### config.mk
export PLATFORM = sky130hd
export DESIGN_NAME = bypass_select_unit
export DESIGN_NICKNAME = d
export VERILOG_FILES = /design/src/rtl/bypass_pkg.sv /design/src/rtl/bypass_match.sv /design/src/rtl/bypass_operand.sv /design/src/rtl/bypass_select_unit.sv
export SDC_FILE = /design/constraint.sdc
export NUM_CORES = 1
export LEC_CHECK = 0
export BUFFER_PORTS_ARGS = -buffer_cell sky130_fd_sc_hd__buf_2
export CORE_AREA = 4 4 41 43
export DETAILED_ROUTE_END_ITERATION = 6
export DIE_AREA = 0 0 45 47
export PLACE_DENSITY = 0.54
export RECOVER_POWER = 50
export SYNTH_ARGS = -nofsm -noshare
export SYNTH_HDL_FRONTEND = slang
export SYNTH_SLANG_ARGS = --single-unit
### constraint.sdc
create_clock -name vclk -period 1.73
set_input_delay 0 -clock vclk [all_inputs]
set_output_delay 0 -clock vclk [all_outputs]
set_load 0.01 [all_outputs]
### src/rtl/bypass_pkg.sv
`timescale 1ns/1ps
package bypass_pkg;
   typedef enum logic [1:0] {
      SRC_REGFILE = 2'b00,
      SRC_FAR     = 2'b01,
      SRC_NEAR    = 2'b10
   } bypass_src_e;
endpackage

### src/rtl/bypass_match.sv
`timescale 1ns/1ps
module bypass_match #(
   parameter int REG_W     = 5,
   parameter bit ZERO_SINK = 1'b1
) (
   input  logic [REG_W-1:0] src,
   input  logic [REG_W-1:0] dst,
   input  logic             wr,
   output logic             hit
);
   localparam logic [REG_W-1:0] ZERO_IDX = '0;

   generate
      if (ZERO_SINK) begin : g_sink
         always_comb hit = wr && (dst != ZERO_IDX) && (dst == src);
      end else begin : g_plain
         always_comb hit = wr && (dst == src);
      end
   endgenerate
endmodule

### src/rtl/bypass_operand.sv
`timescale 1ns/1ps
module bypass_operand
   import bypass_pkg::*;
#(
   parameter int REG_W     = 5,
   parameter bit ZERO_SINK = 1'b1
) (
   input  logic             clk,
   input  logic             rst_n,
   input  logic             en,
   input  logic [REG_W-1:0] src,
   input  logic [REG_W-1:0] near_dst,
   input  logic             near_wr,
   input  logic [REG_W-1:0] far_dst,
   input  logic             far_wr,
   output bypass_src_e      sel
);
   localparam logic [REG_W-1:0] ZERO_IDX = '0;

   logic near_hit;
   logic far_hit;

   bypass_match #(.REG_W(REG_W), .ZERO_SINK(ZERO_SINK)) u_near (
      .src(src), .dst(near_dst), .wr(near_wr), .hit(near_hit)
   );

   bypass_match #(.REG_W(REG_W), .ZERO_SINK(ZERO_SINK)) u_far (
      .src(src), .dst(far_dst), .wr(far_wr), .hit(far_hit)
   );

   always_comb begin
      sel = SRC_REGFILE;
      if (en) begin
         if (near_hit)     sel = SRC_NEAR;
         else if (far_hit) sel = SRC_FAR;
      end
   end

   assert_code_legal_R1: assert property (@(posedge clk) disable iff (!rst_n)
      sel != 2'b11);

   assert_near_wins_R5: assert property (@(posedge clk) disable iff (!rst_n)
      (en && near_wr && near_dst != ZERO_IDX && near_dst == src) |-> sel == SRC_NEAR);

   assert_enable_off_R7: assert property (@(posedge clk) disable iff (!rst_n)
      !en |-> sel == SRC_REGFILE);

   assert_wr_gate_R9: assert property (@(posedge clk) disable iff (!rst_n)
      (!near_wr && !far_wr) |-> sel == SRC_REGFILE);

   generate
      if (ZERO_SINK) begin : g_zero_chk
         assert_zero_dst_R3: assert property (@(posedge clk) disable iff (!rst_n)
            (near_dst == ZERO_IDX && far_dst == ZERO_IDX) |-> sel == SRC_REGFILE);
      end
   endgenerate
endmodule

### src/rtl/bypass_select_unit.sv
`timescale 1ns/1ps
module bypass_select_unit
   import bypass_pkg::*;
#(
   parameter int REG_W     = 5,
   parameter bit ZERO_SINK = 1'b1
) (
   input  logic             clk,
   input  logic             rst_n,
   input  logic             enable,
   input  logic [REG_W-1:0] src_a,
   input  logic [REG_W-1:0] src_b,
   input  logic [REG_W-1:0] near_dst,
   input  logic             near_wr,
   input  logic [REG_W-1:0] far_dst,
   input  logic             far_wr,
   output logic [1:0]       sel_a,
   output logic [1:0]       sel_b
);
   localparam int N_OPND = 2;

   generate
      if (REG_W < 1 || REG_W > 16) begin : g_bad_width
         $error("bypass_select_unit: REG_W must lie in 1..16");
      end
   endgenerate

   logic [REG_W-1:0] src_vec [N_OPND];
   bypass_src_e      sel_vec [N_OPND];

   always_comb begin
      src_vec[0] = src_a;
      src_vec[1] = src_b;
   end

   generate
      for (genvar k = 0; k < N_OPND; k++) begin : g_opnd
         bypass_operand #(.REG_W(REG_W), .ZERO_SINK(ZERO_SINK)) u_opnd (
            .clk      (clk),
            .rst_n    (rst_n),
            .en       (enable),
            .src      (src_vec[k]),
            .near_dst (near_dst),
            .near_wr  (near_wr),
            .far_dst  (far_dst),
            .far_wr   (far_wr),
            .sel      (sel_vec[k])
         );
      end
   endgenerate

   assign sel_a = sel_vec[0];
   assign sel_b = sel_vec[1];

   assert_same_src_R6: assert property (@(posedge clk) disable iff (!rst_n)
      (src_a == src_b) |-> (sel_a == sel_b));

   assert_no_latency_R8: assert property (@(posedge clk) disable iff (!rst_n)
      $stable({enable, src_a, src_b, near_dst, near_wr, far_dst, far_wr})
      |-> $stable({sel_a, sel_b}));
endmodule

# == Yosys cells after proc, flatten, opt, wreduce, memory -nomap -nowiden ==
# Cells that the tools add are included.
# word_totals
latchBits,0
ff_bits,0
wordCells,18
ramBits,0
mem_count,0
rom_bits,0
# classes
magnitude_cmp,0
eq_ne,4
bitwise_logic,0
shifts,0
div,0
n_reduce_logical,8
muxes,6
multipliers,0
n_addsub,0
# ops
op,count
5-bit == test,4
5-bit nonzero test,2
2-bit 2-to-1 mux,4
1-bit logical AND,6
1-bit 2-to-1 mux,2

# == Logic depth before layout (Yosys ltp) ==
# depth
depth_word,6
mapped_depth,4

# == Hierarchy ==
# From an unflattened synthesis, not the netlist that was laid out.
# unflattened
hier_cells,44
hier_area_um2,337.8
# by_module_without_submodules
module,area_per_inst_um2,n_inst,seq_area_each_um2,cells_per_inst
bypass_match,76.3,4,0.0,10
bypass_operand,16.3,2,0.0,2

# == Least setup slack after synthesis ==
# Ideal clock, no wire load.
# synth_path
kind,input to output
from,input port near_dst[0]
to,output port sel_b[0]
slack_ns,0.792
required_ns,1.730
n_path_buf,0
t_arrival_ns,0.938
stages,4
cell_sequence,or4_1 > nor2_2 > nor4_1 > nor3_2
# synth_between
elab_chain_len,5
word_cells_on_any_way,6
classes_between,eq/ne: 1; mux: 2; reduce/logical: 3
# synth_lines
item,line,rtl
start: declaration,bypass_select_unit.sv:13,"input logic [REG_W-1:0] near_dst,"
5-bit nonzero test,bypass_match.sv:15,always_comb hit = wr && (dst != ZERO_IDX) && (dst == src);
1-bit logical AND,bypass_match.sv:15,
1-bit logical AND *,bypass_match.sv:15,
2-bit 2-to-1 mux *,bypass_operand.sv:34,if (near_hit) sel = SRC_NEAR;
2-bit 2-to-1 mux *,bypass_operand.sv:33,if (en) begin
end: declaration,bypass_select_unit.sv:18,output logic [1:0] sel_b
# Mark *: on every way between the ends. The rest lies on a longest branch, timed or not.

# == Worst setup path after layout ==
# Ends and elaborated chain as after synthesis.

==> summary.md <==
| Metric | Value |
|---|---|
| Critical path, cell by cell | buf_2, or4_1, nor2_1, nor4_1, nor3_2, buf_2 |
| WP data arrival | 1.18 ns |
| Antenna diode count | 0 |
| Synth-to-layout area growth | 53.8% |
| Wire length of the first global-routing pass | 1480 um |
| Period Utilization, post-route | 68.2% |
| Die extent in x | 45 um |
| Top cells by area in the synthesized netlist | sky130_fd_sc_hd__xnor2_1, sky130_fd_sc_hd__xor2_1, sky130_fd_sc_hd__nor3_2 |
| FMAX | 847 MHz |
| Most frequent cell on the critical path | sky130_fd_sc_hd__buf_2 |
| Power density normalized to cell area | 212 nW/um2 |
| Area of combinational cells with multiple inputs | 279 um2 |
| Fraction of post-synthesis cell area in the top cell type by area | 31.1% |
| Largest driver fanout on the critical path | 3 |
| Setup TNS after final layout | 0 ns |
| Status | finished clean |
| Effective utilization at floorplan | 21.6% |
| Via count | 347 |
| Final-layout clock buffer total | 0 |
| Leak pwr | 0.195 nW |
| Final net count | 90 |
| Library cells used by synthesis | 11 |
| Total count of max-transition violations in the final report | 0 |
| Minimum clock period after layout | 1.18 ns |
| Share of the yosys chip area belonging to registers | 0% |
| Critical Path Max Stage Delay | 0.51 ns |
| Post-synth design cell area | 282 um2 |
| Required time reported for the critical path endpoint | 1.73 ns |
| Via density per instance | 4.45 |
| Min-Delay Path Class | primary input to output port |
| Routed wire length | 897 um |
| Worst voltage drop across the vdd grid | 0.0000778 V |
| Number of top-level pins | 29 |
| Vias in the first global route | 332 |
| Slew at the pin closest to its max-slew limit | 0.412 ns |
| Utilization after layout | 33.3% |
| Number of warnings printed during yosys synthesis | 0 |
| Combined global-route utilization of all metal layers | 8.89% |
| Cell at the slowest stage of the critical path | sky130_fd_sc_hd__or4_1 |
| Total of buffers placed on input and output ports | 27 |
| Worst setup EP type | output port |
| Average cell area after synthesis | 7.82 um2 |
| RSZ-0062 raised after global routing | false |
| Worst slew margin relative to its limit | 72.3% |
| Core Footprint | 1300 um2 |
| Die Y | 47 um |
| Total global routing overflow | 0 |
| Sequential cells | 0 |
| Instance count of the mapped netlist | 36 |
| Placed Area | 435 um2 |
| Post-CTS Setup Inserts | 0 |
| First-iteration detailed-routing DRC count | 4 |
| Syn_nets | 61 |
| Share of layout cells above drive strength 1 | 46.0% |
| Die footprint | 2120 um2 |
| Initial antenna violation count | 0 |
| Final-layout fill cell count | 150 |
| Final standard cell area without fillers | 433 um2 |
| Hold bufs inserted after CTS | 0 |
| Setup violations, final | 0 |
| Cell taking the most area after synthesis | sky130_fd_sc_hd__xnor2_1 |
| Depth of the worst hold-timing path | 3 |
| Number of nets with antenna violations after routing | 0 |
| Setup slack at placement | 0.557 ns |
| Number of max-cap violations | 0 |
| Final Wtd Congestion | 0.707 |
| Maximum number of pins on one net before global-route repair | 4 |
| Slack of the critical path | 0.550 ns |
| Sequential cell area | 0 um2 |
| Quantity of gates resized following cts | 0 |
| Startpoint types | primary input |
| First-pass iteration count of the detailed router | 2 |
| Standard-cell rows | 13 |
| Routed wirelength normalized by instance count | 11.5 um |
| Crit Path Category | primary input to output port |
| Post-route DRC violation count | 0 |
| Number of endpoints with negative hold slack in the final report | 0 |
logic make-up after synthesis:
kind of cell     share of synthesized area, %
XOR/XNOR                                 62.2
AND/OR/NAND/NOR                          35.1
AO/OA/AOI/OAI                            2.67
critical path, delay by kind of cell:
family,cells,cell delay [ns]
buf+inv,2,0.27
simple gates,4,0.91
cells in the final DEF (no fill, tap or decap), drive strengths merged:
cell / count
nand4: 2
nand3: 2
nor2: 1
o211ai: 1
xor2: 10
buf: 27
or4: 2
xnor2: 10
nor3: 4
and2: 2
nor4: 2
per-stage QoR:
stage | total power, mW | cells | hold WS (ns)
2_1_floorplan | 0.0437 | 36 | 0.144
6_report | 0.0919 | 78 | 0.315
3_5_place_dp | 0.0922 | 78 | 0.315
3_3_place_gp | 0.0926 | 78 | 0.318
4_1_cts | 0.0928 | 78 | 0.315
5_1_grt | 0.103 | 78 | 0.357
layout make-up:
class	count	area share, %
Timing Repair Buffer	27	31.2
Tap cell	15	4.34
Multi-Input combinational cell	36	64.5
worst paths after layout:
path	startpoint	to	slack [ns]
max	near_dst[0]	sel_b[0]	0.55
min	enable	sel_a[1]	0.31
where the power goes:
group | total, mW | internal [mW] | switching (mW)
logic | 0.0919 | 0.0481 | 0.0438
registers | 0 | 0 | 0
clock network | 0 | 0 | 0
total | 0.0919 | 0.0481 | 0.0438
routing by layer:
metal  GRT usage [%]  part of all wire, %  up-vias  wire, um
met2            15.5                   50       12       452
met3               0                  6.5        0        58
met1            13.0                   43      152       387
li1                -                    -      183         -
met4               0                    0        0         0
met5               0                    0        -         0
Yosys cell counts:
cell and n:
sky130_fd_sc_hd__nor2_2 1, sky130_fd_sc_hd__nor3_1 2, sky130_fd_sc_hd__nand3_1 2, sky130_fd_sc_hd__o211ai_1 1, sky130_fd_sc_hd__xor2_1 10, sky130_fd_sc_hd__xnor2_1 10
sky130_fd_sc_hd__and2_1 2, sky130_fd_sc_hd__nor3_2 2, sky130_fd_sc_hd__or4_1 2, sky130_fd_sc_hd__nor4_1 2, sky130_fd_sc_hd__nand4_1 2
No activity file was read; power rests on OpenSTA's default activity.
